==> src/rtl/pwm_submod.sv <==
module pwm_submod #(
  parameter int CW  = 16,
  parameter int PSW = 3,
  parameter int FQW = 4,
  parameter int AW  = 4
) (
  input  logic          clk,
  input  logic          rst_n,
  input  logic          wr_en,
  input  logic [AW-1:0] wr_addr,
  input  logic [CW-1:0] wr_data,
  output logic          out_a,
  output logic          out_b
);
  localparam int NREG = 7;
  localparam int PCW  = (1 << PSW) - 1;
  localparam int CTW  = 13;
  localparam int I_ST = 0, I_MID = 1, I_END = 2, I_AON = 3, I_AOFF = 4, I_BON = 5, I_BOFF = 6;
  localparam logic [AW-1:0] A_CTL = AW'(7), A_OUT = AW'(8), A_LDOK = AW'(9);

  logic [CW-1:0]  stg [NREG];
  logic [CW-1:0]  act [NREG];
  logic [CTW-1:0] ctl;
  logic [3:0]     octl;
  logic           load_ok;
  logic [PCW-1:0] pre;
  logic [CW-1:0]  cnt;
  logic [FQW-1:0] fq_cnt;
  logic           ra, rb;

  wire [PSW-1:0] ps    = ctl[PSW-1:0];
  wire [1:0]     lmode = ctl[4:3];
  wire [FQW-1:0] ldfq  = ctl[5 +: FQW];
  wire           sgn   = ctl[9];
  wire           indep = ctl[10];
  wire           src_b = ctl[11];
  wire           run   = ctl[12];
  wire           imm   = (lmode == 2'd0);

  wire [PCW-1:0] pre_lim = PCW'((1 << ps) - 1);
  wire tick = run && (pre == pre_lim);

  wire beyond = sgn ? ($signed(cnt) >= $signed(act[I_END])) : (cnt >= act[I_END]);
  wire [CW-1:0] nxt = beyond ? act[I_ST] : cnt + 1'b1;

  wire opp  = tick && ((lmode[0] && cnt == act[I_MID]) || (lmode[1] && beyond));
  wire hit  = opp && (fq_cnt == ldfq);
  wire do_load = load_ok && (imm || hit);
  wire ldok_wr = wr_en && (wr_addr == A_LDOK) && wr_data[0];

  always_ff @(posedge clk or negedge rst_n) begin
    if (!rst_n) begin
      for (int i = 0; i < NREG; i++) begin
        stg[i] <= '0;
        act[i] <= '0;
      end
      ctl  <= '0;
      octl <= '0;
    end else begin
      if (wr_en && wr_addr < AW'(NREG)) stg[wr_addr[2:0]] <= wr_data;
      if (wr_en && wr_addr == A_CTL) ctl <= wr_data[CTW-1:0];
      if (wr_en && wr_addr == A_OUT) octl <= wr_data[3:0];
      if (do_load)
        for (int i = 0; i < NREG; i++) act[i] <= stg[i];
    end
  end

  always_ff @(posedge clk or negedge rst_n) begin
    if (!rst_n)       load_ok <= 1'b0;
    else if (ldok_wr) load_ok <= 1'b1;
    else if (do_load) load_ok <= 1'b0;
  end

  always_ff @(posedge clk or negedge rst_n) begin
    if (!rst_n)           pre <= '0;
    else if (!run || tick) pre <= '0;
    else                  pre <= pre + 1'b1;
  end

  always_ff @(posedge clk or negedge rst_n) begin
    if (!rst_n)      fq_cnt <= '0;
    else if (!run)   fq_cnt <= '0;
    else if (opp)    fq_cnt <= hit ? '0 : fq_cnt + 1'b1;
  end

  always_ff @(posedge clk or negedge rst_n) begin
    if (!rst_n) begin
      cnt <= '0;
      ra  <= 1'b0;
      rb  <= 1'b0;
    end else if (!run) begin
      cnt <= act[I_ST];
      ra  <= 1'b0;
      rb  <= 1'b0;
    end else if (tick) begin
      cnt <= nxt;
      if (nxt == act[I_AOFF])     ra <= 1'b0;
      else if (nxt == act[I_AON]) ra <= 1'b1;
      if (nxt == act[I_BOFF])     rb <= 1'b0;
      else if (nxt == act[I_BON]) rb <= 1'b1;
    end
  end

  wire pa = (indep || !src_b) ? ra : ~rb;
  wire pb = (indep || src_b) ? rb : ~ra;
  assign out_a = octl[2] & (pa ^ octl[0]);
  assign out_b = octl[3] & (pb ^ octl[1]);
endmodule


==> config.mk <==
export PLATFORM = sky130hd
export DESIGN_NAME = pwm_submod
export DESIGN_NICKNAME = d
export VERILOG_FILES = /design/src/rtl/pwm_submod.sv
export SDC_FILE = /design/constraint.sdc
export NUM_CORES = 1
export LEC_CHECK = 0
export ABC_AREA = 1
export BUFFER_PORTS_ARGS = -buffer_cell sky130_fd_sc_hd__buf_2
export CAP_MARGIN = 5
export CORE_MARGIN = 1.5
export CORE_UTILIZATION = 45
export CTS_CLUSTER_DIAMETER = 30
export DETAILED_ROUTE_END_ITERATION = 8
export PLACE_DENSITY = 0.58
export SLEW_MARGIN = 10
export SYNTH_ARGS = -nofsm -noshare
export SYNTH_HDL_FRONTEND = slang
export SYNTH_SLANG_ARGS = --single-unit
==> constraint.sdc <==
create_clock -name clk -period 5.6 [get_ports clk]
set_input_delay 1.12 -clock clk [delete_from_list [all_inputs] [get_ports clk]]
set_output_delay 1.12 -clock clk [all_outputs]
set_load 0.01 [all_outputs]
==> results.ini <==
[clock_tree]
cts_made_buffers = 69
cts_hold_buf = 0
htree_levels = 3
post_cts_resized = 0
clk_pin_slew_worst_paths_ps = 40
post_cts_buffers = 0
cts_sinks = 271
cts_tree = built
insertion_delay_ps = 560
clockBufferDepth = 3
root_buffer = clkbuf_16

[timing]
max_freq_ghz = 0.255
slew_violations = 0
setup_viol = 0
fin_tns_setup_ps = 0
finalClockSkew_ps = 27.0
period_share_pct = 70.0
hold_viol_final = 0
min_period_ps = 3920
tightest_slew_ps = 1060
max-slew-margin-rel_pct = 29.1
rsz0062_at_grt = false

[floorplanning]
die_width_microns = 174
coreArea_sq_mm = 0.0287
initial_utilization_pct = 45.8
fp-row-count = 62
io-pin-count = 25
die_h_microns = 174
die-area_sq_mm = 0.0303

[yosys]
yosysSeqAreaShare_pct = 51.6
syn-num-nets = 1690
yosys_warnings = 0
synthCells = 1648
avgSynthCellArea_sq_um = 7.98
syn-cell-area_sq_mm = 0.0132
ys_types = 36
ys_seq_elements = 271

[power_and_ir_drop]
irDropWorstVdd_uv = 444
combPwrFrac_pct = 35.4
clock_power_share_pct = 37.0
switchingPower_mw = 4.26
seqPwrFrac_pct = 27.6
total_leakage_power_nw = 8.02
power_density_mw_per_mm2 = 674
swShare_pct = 39.8
internal_power_mw = 6.44

[layout]
syn2layout_area_growth_pct = 20.7
drive_gt1_share_pct = 9.95
multiInputGateArea_sq_mm = 0.00548
regArea_sq_mm = 0.00679
num_antenna_cells = 0
final_nets = 1728
fillCellCount = 2685
final_cell_area_sq_mm = 0.0159

[placement]
dpl.hpwl_microns = 24300
placed_area_sq_mm = 0.0135
place_congestion = 0.864
io_buffers = 24

[critical_path]
worstPathRequired_ps = 6080
endpoint_kind = flip-flop
cp-start-kind = flip-flop
crit_type = flip-flop to flip-flop
r2r_start = cnt[11]$_DFFE_PN0N_
timing.rr.end = act[8]$_DFFE_PN0P_
arrival_ps = 4400
r2r_cells = 16
rrSetupSlack_ps = 1680
critPathMaxFanout = 73

[worst_hold_path]
hold_path.class = flip-flop to flip-flop
holdPathStages = 2
hp-start = act[18]$_DFFE_PN0P_
holdPathEnd = act[18]$_DFFE_PN0P_

[global_route]
grt_pass1_wl_microns = 60000
grt_max_degree = 130
grt_usage_pct = 25.5
grt_overflow_total = 0
first_global_vias = 10900
antenna_found_initial = 2

[detailed_routing]
detail_route.first_pass.iterations = 5
ant_nets = 0
wl_per_cell_microns = 17.4
remaining_drc_errors = 0
vias_per_cell = 5.21
drt_wl_total_microns = 37000
num_vias = 11100
drt_iter0_drc = 826

[status]
status = finished clean

[run]
maxCapViolCount = 0

-- sequential cells by signal, summed over array words and instances (netlist names), 4 cells and up --
name,flops
act,112
stg,112
cnt,16
ctl,13
pre,7
fq_cnt,4
octl,4
-- worst max-delay path, cell delays in order (launching register included) --
cell,delay (ps)
dfrtp_1,460
ha_1,360
nand4_1,100
nor3_1,280
nand2_1,130
nand3_1,80
buf_4,260
nand3_1,130
a32o_1,250
nand2_4,80
inv_2,50
nand2_2,90
nand2_4,270
nand2_4,720
buf_4,360
nand2_1,90
nand2_1,60
-- power groups by stage --
stage / Combinational, mW / Sequential [mW] / Clock (mW)
floorplan: 2.74 / 2.80 / 0
global placement: 3.65 / 2.96 / 0
detailed placement: 3.73 / 2.96 / 0
CTS: 3.75 / 2.95 / 4.00
global route: 4.28 / 3.02 / 4.12
finish: 3.78 / 2.95 / 3.96
-- Yosys cell counts (all sizes together) --
cell / instances / share of area [%]
a31oi: 1 / 0.048
buf: 28 / 1.7
nand3b: 21 / 1.2
clkbuf: 46 / 1.3
o31ai: 1 / 0.057
nand3: 154 / 5.9
inv: 135 / 3.9
xnor2: 8 / 0.53
a21oi: 62 / 2.4
or2: 5 / 0.24
o21bai: 2 / 0.11
xor2: 27 / 1.8
nor4: 1 / 0.048
o221ai: 12 / 0.80
nor3: 8 / 0.34
nor2: 127 / 3.8
a21o: 1 / 0.057
o21ai: 116 / 4.4
nand2: 569 / 16
o211ai: 4 / 0.23
ha: 19 / 1.8
a32o: 1 / 0.076
nand4: 29 / 1.4
dfrtp: 271 / 52
-- logic make-up after synthesis --
family | after synthesis | share of synthesized area (%)
compound gates | 200 | 8.18
xor+xnor | 35 | 2.33
fa+ha+maj | 19 | 1.81
buf+inv | 209 | 6.88
flops | 271 | 51.6
simple gates | 914 | 29.2
-- worst max-delay path by stage --
stage | from | to | slack [ps] | cells after the start
after floorplan | cnt[11]$_DFFE_PN0N_ | ra$_DFFE_PN0P_ | 3150 | 19
after global placement | cnt[8]$_DFFE_PN0N_ | act[92]$_DFFE_PN0P_ | 1690 | 16
after detailed placement | cnt[15]$_DFFE_PN0N_ | act[85]$_DFFE_PN0P_ | 1620 | 16
after CTS | cnt[11]$_DFFE_PN0N_ | act[80]$_DFFE_PN0P_ | 1590 | 16
after global routing | cnt[15]$_DFFE_PN0N_ | act[69]$_DFFE_PN0P_ | 1290 | 16
final | cnt[11]$_DFFE_PN0N_ | act[8]$_DFFE_PN0P_ | 1680 | 16
-- cell type report --
type / instances / share of cell area [%]
multi-input combinational: 1168 / 34.5
tap: 384 / 3.03
inverter: 135 / 3.19
clock buffer: 90 / 12.3
timing repair buffer: 41 / 1.70
sequential: 271 / 42.7
clock inverter: 33 / 2.54
-- cell usage in the layout (no fill, tap or decap), types with 2 or more instances in the layout --
cell,Yosys,layout
nand2_1,565,565
dfrtp_1,271,270
nand3_1,154,154
inv_1,133,133
nor2_1,125,123
o21ai_0,114,114
clkbuf_16,0,71
a21oi_1,62,62
nand4_1,29,29
xor2_1,27,27
buf_2,6,23
nand3b_1,21,21
ha_1,19,19
buf_4,10,16
o221ai_1,12,12
clkinv_2,0,11
clkbuf_8,0,10
clkbuf_1,46,9
xnor2_1,8,8
clkinvlp_4,0,7
bufinv_16,0,7
nor3_1,7,6
or2_2,4,4
o211ai_1,4,4
nor2_2,1,3
nand2_4,2,3
inv_6,0,3
clkinv_4,0,3
nor3_2,1,2
inv_2,2,2
o21bai_1,2,2
clkinv_8,0,2
-- per-layer routing --
layer,up-vias,GRT usage [%],share of wire [%],routed length [microns]
met5,-,0,0,0
met4,0,8.41,2.4,874
met3,73,4.11,5.3,1950
met2,290,40.1,46,16900
met1,5297,36.0,47,17300
li1,5406,-,-,-
-- metrics by stage --
step	worst slack, ps	total power [mW]	utilization (%)	std cells	hold WS [ps]
global route	1290	11.4	55.3	2122	487
finish	1680	10.7	55.3	2122	462
global placement	1690	6.61	47.1	1999	456
CTS	1590	10.7	55.3	2122	469
floorplan	3150	5.55	-	1648	442
detailed placement	1620	6.69	47.1	1999	458
No activity file was read; power rests on OpenSTA's default activity.
